### src/rtl/perm_pkg.sv
package perm_pkg;
  localparam int PERM_W = 3;
  localparam int IDX_W  = 3;
  localparam int ERR_W  = 2;
  localparam int FSR_W  = 8;
  localparam int IDX_LSB = 5;

  localparam logic [ERR_W-1:0] ERR_NONE = 2'd0;
  localparam logic [ERR_W-1:0] ERR_PROT = 2'd2;
  localparam logic [ERR_W-1:0] ERR_PRIV = 2'd3;

  localparam logic [FSR_W-1:0] FSR_MARK = 8'h02;
  localparam logic [FSR_W-1:0] FSR_OVF  = 8'h01;

  typedef struct packed {
    logic r;
    logic w;
    logic x;
  } rights_t;
endpackage

### src/rtl/perm_rights.sv
module perm_rights
  import perm_pkg::*;
(
  input  logic [PERM_W-1:0] perm,
  input  logic              super_mode,
  output rights_t           rights
);
  rights_t user_r;
  rights_t upper_r;

  // codes 0..4 are common to both privileges
  always_comb begin
    unique case (perm)
      3'd0:    user_r = '{r: 1'b1, w: 1'b0, x: 1'b0};
      3'd1:    user_r = '{r: 1'b1, w: 1'b1, x: 1'b0};
      3'd2:    user_r = '{r: 1'b1, w: 1'b0, x: 1'b1};
      3'd3:    user_r = '{r: 1'b1, w: 1'b1, x: 1'b1};
      3'd4:    user_r = '{r: 1'b0, w: 1'b0, x: 1'b1};
      3'd5:    user_r = '{r: 1'b1, w: 1'b0, x: 1'b0};
      default: user_r = '{r: 1'b0, w: 1'b0, x: 1'b0};
    endcase
  end

  // supervisor view of codes 5..7
  always_comb begin
    unique case (perm)
      3'd5:    upper_r = '{r: 1'b1, w: 1'b1, x: 1'b0};
      3'd6:    upper_r = '{r: 1'b1, w: 1'b0, x: 1'b1};
      3'd7:    upper_r = '{r: 1'b1, w: 1'b1, x: 1'b1};
      default: upper_r = user_r;
    endcase
  end

  assign rights = super_mode ? upper_r : user_r;
endmodule

### src/rtl/perm_access_check.sv
module perm_access_check
  import perm_pkg::*;
(
  input  logic [IDX_W-1:0]  acc_idx,
  input  logic [PERM_W-1:0] perm,
  input  rights_t           base,
  output logic [ERR_W-1:0]  err
);
  logic is_user;
  logic need_r;
  logic need_w;
  logic need_x;
  logic lacking;

  always_comb begin
    is_user = ~acc_idx[0];
    need_w  = acc_idx[2];
    need_x  = acc_idx[1];
    need_r  = ~acc_idx[2] & ~acc_idx[1];
    lacking = (need_r & ~base.r) | (need_w & ~base.w) | (need_x & ~base.x);
    if (is_user && (perm[2:1] == 2'b11)) begin
      err = ERR_PRIV;
    end else if (lacking) begin
      err = ERR_PROT;
    end else begin
      err = ERR_NONE;
    end
  end
endmodule

### src/rtl/perm_fault_log.sv
module perm_fault_log
  import perm_pkg::*;
#(
  parameter int VA_W = 32
) (
  input  logic             clk,
  input  logic             rst_n,
  input  logic             rec_en,
  input  logic             rd_clr,
  input  logic [IDX_W-1:0] acc_idx,
  input  logic [ERR_W-1:0] err,
  input  logic [VA_W-1:0]  vaddr,
  output logic [FSR_W-1:0] fsr_q,
  output logic [VA_W-1:0]  far_q
);
  logic [FSR_W-1:0] fsr_base;
  logic [FSR_W-1:0] fsr_d;
  logic             fsr_en;
  logic             far_en;

  always_comb begin
    fsr_base = rd_clr ? '0 : fsr_q;
    fsr_d    = fsr_base;
    if (rec_en) begin
      if (fsr_base != '0) begin
        fsr_d = FSR_OVF;
      end
      fsr_d = fsr_d | ({{(FSR_W-IDX_W){1'b0}}, acc_idx} << IDX_LSB)
                    | {{(FSR_W-ERR_W){1'b0}}, err} | FSR_MARK;
    end
    fsr_en = rec_en | rd_clr;
    far_en = rec_en;
  end

  always_ff @(posedge clk or negedge rst_n) begin
    if (!rst_n) begin
      fsr_q <= '0;
    end else if (fsr_en) begin
      fsr_q <= fsr_d;
    end
  end

  always_ff @(posedge clk or negedge rst_n) begin
    if (!rst_n) begin
      far_q <= '0;
    end else if (far_en) begin
      far_q <= vaddr;
    end
  end
endmodule

### src/rtl/pte_access_guard.sv
module pte_access_guard
  import perm_pkg::*;
#(
  parameter int VA_W = 32
) (
  input  logic              clk,
  input  logic              rst_n,
  input  logic              acc_valid,
  input  logic              acc_write,
  input  logic              acc_fetch,
  input  logic              acc_super,
  input  logic [2:0]        pte_perm,
  input  logic              pte_modified,
  input  logic              nofault_en,
  input  logic [VA_W-1:0]   acc_vaddr,
  input  logic              fsr_rd,
  output logic [1:0]        err_code,
  output logic              grant_r,
  output logic              grant_w,
  output logic              grant_x,
  output logic [7:0]        fsr_q,
  output logic [VA_W-1:0]   far_q
);
  localparam int SYNC_STAGES = 2;

  logic [SYNC_STAGES-1:0] rst_sync;
  logic                   rst_int_n;
  logic [IDX_W-1:0]       acc_idx;
  rights_t                base_rights;
  logic [ERR_W-1:0]       raw_err;
  logic                   waive;
  logic                   rec_en;

  // assert asynchronously, release on the clock
  always_ff @(posedge clk or negedge rst_n) begin
    if (!rst_n) begin
      rst_sync <= '0;
    end else begin
      rst_sync <= {rst_sync[SYNC_STAGES-2:0], 1'b1};
    end
  end
  assign rst_int_n = rst_sync[SYNC_STAGES-1];

  assign acc_idx = {acc_write, acc_fetch, acc_super};

  perm_rights rights_i (
    .perm       (pte_perm),
    .super_mode (acc_super),
    .rights     (base_rights)
  );

  perm_access_check check_i (
    .acc_idx (acc_idx),
    .perm    (pte_perm),
    .base    (base_rights),
    .err     (raw_err)
  );

  always_comb begin
    waive    = nofault_en & ~acc_super;
    err_code = waive ? ERR_NONE : raw_err;
    if (err_code == ERR_NONE) begin
      grant_r = base_rights.r;
      grant_w = base_rights.w & pte_modified;
      grant_x = base_rights.x;
    end else begin
      grant_r = 1'b0;
      grant_w = 1'b0;
      grant_x = 1'b0;
    end
    rec_en = acc_valid & (err_code != ERR_NONE);
  end

  perm_fault_log #(.VA_W(VA_W)) log_i (
    .clk     (clk),
    .rst_n   (rst_int_n),
    .rec_en  (rec_en),
    .rd_clr  (fsr_rd),
    .acc_idx (acc_idx),
    .err     (err_code),
    .vaddr   (acc_vaddr),
    .fsr_q   (fsr_q),
    .far_q   (far_q)
  );
endmodule

### config.mk
export PLATFORM = sky130hd
export DESIGN_NAME = pte_access_guard
export DESIGN_NICKNAME = d
export VERILOG_FILES = /design/src/rtl/perm_pkg.sv /design/src/rtl/perm_rights.sv /design/src/rtl/perm_access_check.sv /design/src/rtl/perm_fault_log.sv /design/src/rtl/pte_access_guard.sv
export SDC_FILE = /design/constraint.sdc
export NUM_CORES = 1
export LEC_CHECK = 0
export ABC_AREA = 0
export CAP_MARGIN = 30
export CORE_ASPECT_RATIO = 0.75
export CORE_MARGIN = 4
export CORE_UTILIZATION = 30
export CTS_BUF_LIST = sky130_fd_sc_hd__clkbuf_4 sky130_fd_sc_hd__clkbuf_8
export CTS_CLUSTER_DIAMETER = 150
export DETAILED_ROUTE_END_ITERATION = 6
export DONT_BUFFER_PORTS = 1
export GPL_ROUTABILITY_DRIVEN = 0
export PLACE_DENSITY_LB_ADDON = 0.15
export SLEW_MARGIN = 20
export SYNTH_ARGS = -nofsm -noshare
export SYNTH_HDL_FRONTEND = slang
export SYNTH_SLANG_ARGS = --single-unit
### constraint.sdc
create_clock -name clk -period 3.5 [get_ports clk]
set_input_delay 0.7 -clock clk [delete_from_list [all_inputs] [get_ports clk]]
set_output_delay 0.7 -clock clk [all_outputs]
set_load 0.1 [all_outputs]
# Yosys cells after proc, flatten, opt, wreduce, memory -nomap -nowiden
# Cells that the tools add are included.
op_classes:
  eq_ne: 8
  n_mux: 13
  bitwise: 18
  reduce_logical: 6
op_table:
  columns: ["op", "count"]
  rows:
  - ["$mux W8", 4]
  - ["$pmux W3 S5", 1]
  - ["$eq A3 B3 Y1 const B", 4]
  - ["$pmux W3 S3", 1]
  - ["$or A8 B2 Y8", 1]
  - ["$or A8 B8 Y8", 1]
  - ["$reduce_bool A8 Y1", 1]
  - ["$and A1 B1 Y1", 7]
  - ["$eq A3 B2 Y1 const B", 2]
  - ["$mux W2", 3]
  - ["$not A1 Y1", 6]
  - ["$eq A3 B1 Y1 const B", 1]
  - ["$logic_not A3 Y1", 1]
  - ["$mux W1", 3]
  - ["$mux W3", 1]
  - ["$or A1 B1 Y1", 3]
  - ["$eq A2 B2 Y1 const B", 1]
  - ["$logic_not A2 Y1", 1]
  - ["$reduce_bool A2 Y1", 1]
  - ["$reduce_or A2 Y1", 1]
  - ["$logic_and A1 B1 Y1", 1]
word_totals:
  register_bits: 42
  inputBits: 44
  out_inout_bits: 45
  word_cells: 48

# Longest topological paths before layout
# Gate-level depths: netlist of run 1.
logic_depth:
  depth_word: 18
  mapped_depth: 7
  mapped_depth_nobuf: 4

# Cells and area by module
# A second synthesis of run 1 with hierarchy kept.
hier_totals:
  cells_unflattened: 121
  area_unflattened_um2: 1858.0
by_module_without_submodules:
  columns: ["module", "instances", "cells_per_inst", "area_each_um2", "seq_area_each_um2"]
  rows:
  - ["perm_fault_log", 1, 97, 1662.8, 1001.0]
  - ["pte_access_guard", 1, 12, 120.1, 50.0]
  - ["perm_access_check", 1, 6, 37.5, 0.0]
  - ["perm_rights", 1, 6, 37.5, 0.0]

# Worst setup path before layout of run 1
# OpenSTA, ideal clock, no wires.
synth_path:
  path_type: "input-to-output"
  from: "input pte_perm[1]"
  to: "output grant_r"
  arrival_ps: 3903
  setup_slack_ps: -1103
  cell_stages: 4
  n_path_buf: 1
  cell_sequence: "buf_2 o32a_1 a21boi_1 a21oi_1"
synth_via:
  elab_chain_cells: 14
  word_cells_on_any_way: 27
  classes_between: "eq/ne: 8; mux: 7; bitwise: 8; reduce/logical: 4"
synth_rtl:
  columns: ["element", "line", "text"]
  rows:
  - ["start, declared", "pte_access_guard.sv:12", "input logic [2:0] pte_perm,"]
  - ["$eq A3 B3 Y1 / $logic_not A3 Y1 (equally long branches)", "perm_rights.sv:13, perm_rights.sv:26", null]
  - ["$reduce_or A2 Y1 (no line)", null, null]
  - ["$pmux W3 S5", "perm_rights.sv:13", "unique case (perm)"]
  - ["$pmux W3 S3", "perm_rights.sv:26", "unique case (perm)"]
  - ["$mux W3", "perm_rights.sv:34", "assign rights = super_mode ? upper_r : user_r;"]
  - ["$not A1 Y1", "perm_access_check.sv:20", "lacking = (need_r & ~base.r) | (need_w & ~base.w) | (need_x & ~base.x);"]
  - ["$and A1 B1 Y1", "perm_access_check.sv:20", null]
  - ["$or A1 B1 Y1 (2 in series)", "perm_access_check.sv:20", null]
  - ["$mux W2", "perm_access_check.sv:23", "end else if (lacking) begin"]
  - ["$mux W2 *", "perm_access_check.sv:21", "if (is_user && (perm[2:1] == 2'b11)) begin"]
  - ["$mux W2 *", "pte_access_guard.sv:61", "err_code = waive ? ERR_NONE : raw_err;"]
  - ["named net err_code[1]", "pte_access_guard.sv:17", "output logic [1:0] err_code,"]
  - ["$logic_not A2 Y1 *", "pte_access_guard.sv:62", "if (err_code == ERR_NONE) begin"]
  - ["$mux W1 *", "pte_access_guard.sv:62", null]
  - ["end, declared", "pte_access_guard.sv:18", "output logic grant_r,"]
# Mark *: on every way through the listed nets, which the timed path passes. The rest lies on a longest branch.

# Final worst setup path of run 1
layout_path:
  from: "input acc_super"
  to: "output err_code[1]"
layout_via:
  elab_chain_cells: 8
  word_cells_on_any_way: 15
  classes_between: "mux: 4; bitwise: 10; reduce/logical: 1"
layout_rtl:
  columns: ["element", "line", "text"]
  rows:
  - ["start, declared", "pte_access_guard.sv:11", "input logic acc_super,"]
  - ["$mux W3", "perm_rights.sv:34", null]
  - ["$not A1 Y1", "perm_access_check.sv:20", null]
  - ["$and A1 B1 Y1", "perm_access_check.sv:20", null]
  - ["$or A1 B1 Y1 (2 in series)", "perm_access_check.sv:20", null]
  - ["$mux W2", "perm_access_check.sv:23", null]
  - ["$mux W2", "perm_access_check.sv:21", null]
  - ["$mux W2 *", "pte_access_guard.sv:61", null]
  - ["end, declared", "pte_access_guard.sv:17", null]
# Every way passes the cells marked *; elsewhere a longest branch is shown, timed or not.

==> results of run 1 <==
layout make-up:
| type | count | area [sq um] |
|---|---|---|
| tap | 75 | 93.8 |
| inverter | 2 | 7.51 |
| fill | 542 | 3460 |
| timing repair buffer | 7 | 77.6 |
| clock buffer | 6 | 76.3 |
| sequential | 42 | 1050 |
| clock inverter | 2 | 13.8 |
| multi-input combinational | 65 | 628 |
worst register-to-register path: stages, from the launching register on:
cell     delay, ns
dfrtp_1       0.76
nor4_1        0.52
a21oi_1       0.12
o21a_1        0.18
a22o_1        0.19
Yosys cell counts, drive strengths merged:
library cell	instances	area [sq um]
dfrtp	42	1050
nand3	1	5.00
nand2b	2	12.5
a21o	1	7.51
mux2	34	383
a21boi	1	7.51
o21a	1	7.51
nor4	2	12.5
a22o	1	8.76
nor3b	5	37.5
conb	1	3.75
buf	5	42.5
a21oi	3	18.8
mux2i	3	30.0
o32a	1	10.0
o21bai	1	7.51
inv	2	7.51
nor2	3	11.3
nand2	2	7.51
nor2b	3	18.8
routing by layer:
metal / global-route usage / part of all wire
met5: 0 / 0
met4: 0.0384 / 0.0083
met3: 0.0660 / 0.16
met2: 0.148 / 0.47
met1: 0.109 / 0.37
power by group through the flow:
stage / combinational (mW) / sequential [mW] / clock [mW]
after floorplan: 0.151 / 1.27 / 0
after global placement: 0.168 / 1.30 / 0
after detailed placement: 0.175 / 1.30 / 0
after CTS: 0.175 / 1.29 / 0.332
after global routing: 0.198 / 1.29 / 0.342
final: 0.182 / 1.28 / 0.311
registers in the layout, indices dropped and copies added, names as in the netlist:
register     count
log_i.fsr_q      8
rst_sync         2
log_i.far_q     32
logic make-up after synthesis:
logic type      count (synthesis)  share of synthesized area
mux                            37                      0.244
other cells                     1                    0.00222
flops                          42                      0.622
buf+inv                         7                     0.0296
compound gates                  9                     0.0400
simple gates                   18                     0.0622
worst max path at each step:
stage / end / cells past startpoint
3_3_place_gp: log_i.far_q[13] / 5
4_1_cts: err_code[1] / 4
2_1_floorplan: grant_r / 5
5_1_grt: err_code[1] / 4
6_report: err_code[1] / 4
3_5_place_dp: log_i.far_q[21] / 5
through the flow:
step           instance area, sq um  instances  TNS [ns]  total power, mW
4_1_cts                        1930        198         0             1.79
3_5_place_dp                   1840        190         0             1.47
2_1_floorplan                  1710        114    -0.171             1.42
5_1_grt                        1950        199         0             1.83
6_report                       1950        199         0             1.77
3_3_place_gp                   1840        190         0             1.47
==> results.tsv, run 1 <==
stage	metric	value	unit
yosys	post-synthesis net count	158	
power_and_ir_drop	Seq pwr share	0.721	
worst_setup_path	Worst R2R End	log_i.fsr_q[0]	
cells_and_area	area grow syn2layout	15.3	%
worst_setup_path	Crit Path Class	in2out	
timing	WHS	0.0966	ns
worst_setup_path	CP required	2.80	ns
power_and_ir_drop	Pleak	0.835	nW
cells_and_area	n_diodes	0	
outcome	status	complete, no violations	
clock_tree	H-tree depth	2	
timing	fmax	0.405	GHz
cells_and_area	Nets	167	
power_and_ir_drop	Clock Power Share	0.176	
clock_tree	clock-pin slew on the worst setup and hold paths	0.08	ns
clock_tree	CTS buffer count	5	
grt	largest net degree at the start of global routing	41	
detailed_routing	DRC	0	
detailed_routing	DR WL/cell	17.5	microns
power_and_ir_drop	peak supply drop	388	uV
die	io pins	89	
cells_and_area	fin util	0.360	
job	Max Cap Viol	0	
timing	Worst-Margin Slew	0.966	ns
power_and_ir_drop	switching pwr	0.971	mW
detailed_routing	via/cell ratio	4.66	
power_and_ir_drop	Power Density	908	mW/mm^2
clock_tree	setup bufs post-CTS	0	
worst_setup_path	reg-to-reg startpoint	log_i.fsr_q[5]	
grt	global-route usage over all layers	0.0981	
grt	initial antenna violation count	0	
worst_setup_path	Max stage delay on crit path	0.34	ns
worst_setup_path	worst-path maximum fanout	4	
clock_tree	hold buffer count at CTS	0	
die	total core area	0.00541	sq mm
timing	skew final	0.00378	ns
timing	final max-slew violation count	0	
timing	post-route clock period utilization	0.705	
worst_setup_path	Top delay family on crit path	compound AO/OA/AOI/OAI gates	
detailed_routing	Pre-antenna DRT Iters	2	
detailed_routing	number of DRC violations after detailed-routing iteration 0	10	
worst_setup_path	CP Capture Type	primary output	
cells_and_area	fraction of layout cells with a size suffix above 1	0.411	
worst_setup_path	Setup crit start kind	input port	
worst_setup_path	crit path DAT	1.77	ns
power_and_ir_drop	switching share of power	0.549	
die	die width	94.7	microns
placement	pre-CTS setup slack	0.964	ns
clock_tree	CTS-repair resized insts	0	
worst_setup_path	CP max stage cell	buf_4	
die	die height	73.0	microns
yosys	Ys Warns	0	
worst_setup_path	Worst Path Buf+Inv	1	
grt	first-pass GRT wire length	5.13	mm
clock_tree	worst skew pair latency	0.29	ns
timing	Slew headroom	0.356	
worst_setup_path	worst path cell trace	nand2b_1 > o32a_1 > a21boi_4 > buf_4	
clock_tree	Root Buffer	clkbuf_8	
power_and_ir_drop	logic gate share of total power	0.103	
cells_and_area	leading cell type in the layout, fill and taps excluded	dfrtp_1	
clock_tree	clock sink count	42	
worst_setup_path	Reg2Reg Setup Slack	1.62	ns
die	row count	23	
yosys	register bit total from synthesis	42	
grt	grt total ovfl	0	
yosys	Mapped Area	0.00169	sq mm
timing	final setup fails	0	
detailed_routing	routed wire length	3.47	mm
min_path	worst hold path type	in2async	
timing	Setup WS post-layout	1.03	ns
placement	HPWL Detailed	2.66	mm
yosys	Mapped Cells	114	
power_and_ir_drop	Internal Power	0.799	mW
timing	clock period minus worst slack	2.47	ns
placement	PortBufs	0	
yosys	Seq/Total Area, Yosys	0.622	
yosys	Synth cell types	24	
die	Starting Density	0.312	
timing	Fin. Hold Viols	0	
cells_and_area	commonest cells after routing, fill and taps aside	41 x dfrtp_1, 29 x mux2_2, 5 x mux2_1, 5 x clkbuf_8, 5 x buf_4	
worst_setup_path	CP Launch Point	acc_super	
detailed_routing	DRT antenna net count	0	
worst_setup_path	R2R depth	4	
yosys	Mapped Avg Cell Area	14.8	sq um
detailed_routing	DR vias	927	
timing	unrepaired setup endpoints after global routing	no	
die	die area	0.00691	sq mm
clock_tree	CTS tree	built	
grt	vias in the first global route	1032	
clock_tree	clock tree buffer depth	2	
Note: power is estimated with default switching activity, not from simulation.
==> run 2: changes to the inputs <==
Clock period 3.5 ns to 2.25 ns, I/O delays scaled along.
==> run 2 against run 1 <==
  * Register-to-register slack got worse by 0.68 ns
  * Sequential power up 50%
  * Power grew 62%
  * Critical path type unchanged
  * Highest routed layer unchanged
==> results.tsv, run 2 (synthesized netlist as in run 1, its figures left out) <==
stage	metric	value	unit	change
die	total core area	0.00541	sq mm	unchanged
worst_setup_path	Crit Path Class	in2out		
clock_tree	setup bufs post-CTS	0		unchanged
power_and_ir_drop	Power Density	1370	mW/mm^2	+51%
grt	largest net degree at the start of global routing	41		unchanged
die	die width	94.7	microns	unchanged
detailed_routing	routed wire length	3.48	mm	+0.17%
timing	WHS	0.166	ns	+0.0698 ns
timing	Slew headroom	0.393		+0.0371
die	die height	73.0	microns	unchanged
worst_setup_path	crit path DAT	1.62	ns	-0.15 ns
cells_and_area	Largest regs	log_i.far_q: 32 flops, log_i.fsr_q: 8 flops, rst_sync: 2 flops		
cells_and_area	fraction of layout cells with a size suffix above 1	0.448		+0.0365
power_and_ir_drop	Pleak	0.906	nW	+8.5%
timing	final max-slew violation count	0		unchanged
cells_and_area	Final Cell Area	0.00209	sq mm	+7.1%
outcome	status	complete, no violations		
detailed_routing	DR WL/cell	16.7	microns	-4.6%
clock_tree	H-tree depth	2		unchanged
cells_and_area	n_diodes	0		unchanged
clock_tree	worst skew pair latency	0.28	ns	about the same
worst_setup_path	Setup crit start kind	input port		
clock_tree	clock-pin slew on the worst setup and hold paths	0.07	ns	about the same
detailed_routing	met2 WL	1.72	mm	+6.0%
die	Starting Density	0.312		unchanged
worst_setup_path	CP required	1.80	ns	-1.00 ns
detailed_routing	via/cell ratio	4.55		-2.3%
placement	placed cell areas	0.00195	sq mm	+6.0%
timing	Fin. Hold Viols	0		unchanged
cells_and_area	number of fillers in the final layout	532		-1.8%
die	die area	0.00691	sq mm	unchanged
cells_and_area	Top reg by flops	log_i.far_q		
clock_tree	CTS tree	built		
grt	global-route usage over all layers	0.103		+0.00460
cells_and_area	area grow syn2layout	23.5	%	
grt	first-pass GRT wire length	5.46	mm	+6.4%
detailed_routing	DRT met1 WL	1.32	mm	+3.2%
grt	initial antenna violation count	0		unchanged
worst_setup_path	Max stage delay on crit path	0.36	ns	+0.02 ns
clock_tree	CTS-repair resized insts	0		unchanged
cells_and_area	max reg flops	32		unchanged
clock_tree	clock sink count	42		unchanged
cells_and_area	Nets	177		+6.0%
timing	final setup fails	0		unchanged
die	row count	23		unchanged
cells_and_area	Sequential Area	0.00105	sq mm	unchanged
clock_tree	clock tree buffer depth	2		unchanged
timing	clock period minus worst slack	2.07	ns	
detailed_routing	number of DRC violations after detailed-routing iteration 0	19		+9
cells_and_area	Multi-input gate area	646	sq um	+2.8%
clock_tree	CTS buffer count	5		unchanged
timing	Setup Total Neg Slack	0	ns	unchanged
worst_setup_path	worst-path maximum fanout	5		+1
detailed_routing	uppermost layer routed	met4		
job	Max Cap Viol	0		unchanged
detailed_routing	DR vias	951		+2.6%
placement	HPWL Detailed	2.65	mm	-0.40%
timing	fmax	0.482	GHz	
grt	vias in the first global route	1091		+5.7%
timing	Worst-Margin Slew	0.910	ns	-0.0557 ns
clock_tree	Root Buffer	clkbuf_8		
detailed_routing	DRC	0		unchanged
cells_and_area	commonest cells after routing, fill and taps aside	41 x dfrtp_1, 29 x mux2_2, 12 x buf_4		
power_and_ir_drop	Total Power	2.87	mW	+62%
die	io pins	89		unchanged
detailed_routing	Pre-antenna DRT Iters	4		+2
worst_setup_path	worst path cell trace	nor2b_1 > o32a_1 > a21boi_4 > buf_4		
power_and_ir_drop	peak supply drop	589	uV	+52%
timing	skew final	0.00276	ns	-0.00103 ns
timing	unrepaired setup endpoints after global routing	no		
grt	grt total ovfl	0		unchanged
timing	post-route clock period utilization	0.921		
worst_setup_path	CP Capture Type	primary output		
placement	PortBufs	0		unchanged
detailed_routing	Met3 Wirelength	398	microns	-27%
cells_and_area	leading cell type in the layout, fill and taps excluded	dfrtp_1		
min_path	worst hold path type	reg2async		
detailed_routing	DRT antenna net count	0		unchanged
worst_setup_path	CP max stage cell	o32a_1		
run 2: area by class of cell:
cell class,instances,share of cell area
inverters,2,0.00359
clock inverters,3,0.0192
multi-input cells,65,0.309
flip-flops and latches,42,0.504
clock buffers,5,0.0330
well taps,75,0.0449
repair buffers,17,0.0863
run 2: where the power goes:
group / leakage, nW / switching [mW] / internal [mW]
Clock: 0.0579 / 0.236 / 0.326
Sequential: 0.507 / 1.05 / 0.869
Combinational: 0.341 / 0.215 / 0.169
Total: 0.906 / 1.50 / 1.36
run 2: critical path: cells and delay by family:
family	cells	cell delay [ns]
AO/OA/AOI/OAI	2	0.69
buffers and inverters	1	0.36
AND/OR/NAND/NOR	1	0.12
run 2: final timing paths:
check	from	endpoint	slack, ns	cells past startpoint
setup / recovery	pte_perm[2]	err_code[1]	0.18	4
hold / removal	rst_sync[1]	log_i.far_q[19]	0.17	0
setup reg to reg	log_i.far_q[22]	log_i.far_q[22]	0.94	1
hold reg to reg	rst_sync[1]	log_i.far_q[19]	0.17	0
max in group asynchronous	rst_sync[1]	log_i.fsr_q[3]	1.64	1
min in group clk	fsr_rd	log_i.fsr_q[2]	0.23	1
run 2: stage by stage:
stage / util / setup slack [ns] / std cells
floorplan: - / -0.174 / 114
global placement: 0.360 / 0.222 / 199
detailed placement: 0.360 / 0.178 / 199
CTS: 0.382 / 0.180 / 208
global route: 0.386 / 0.126 / 209
finish: 0.386 / 0.177 / 209
run 2: timing repair:
item                                   in CTS  in global routing
hold buffers                                1                  0
setup endpoints to repair                   0                  0
endpoints found under the hold margin       2                  0
run 2: per-layer routing:
layer | GRT usage | vias up
li1 | - | 433
met1 | 0.120 | 458
met2 | 0.166 | 54
met3 | 0.0536 | 6
met4 | 0.0272 | 0
met5 | 0 | -
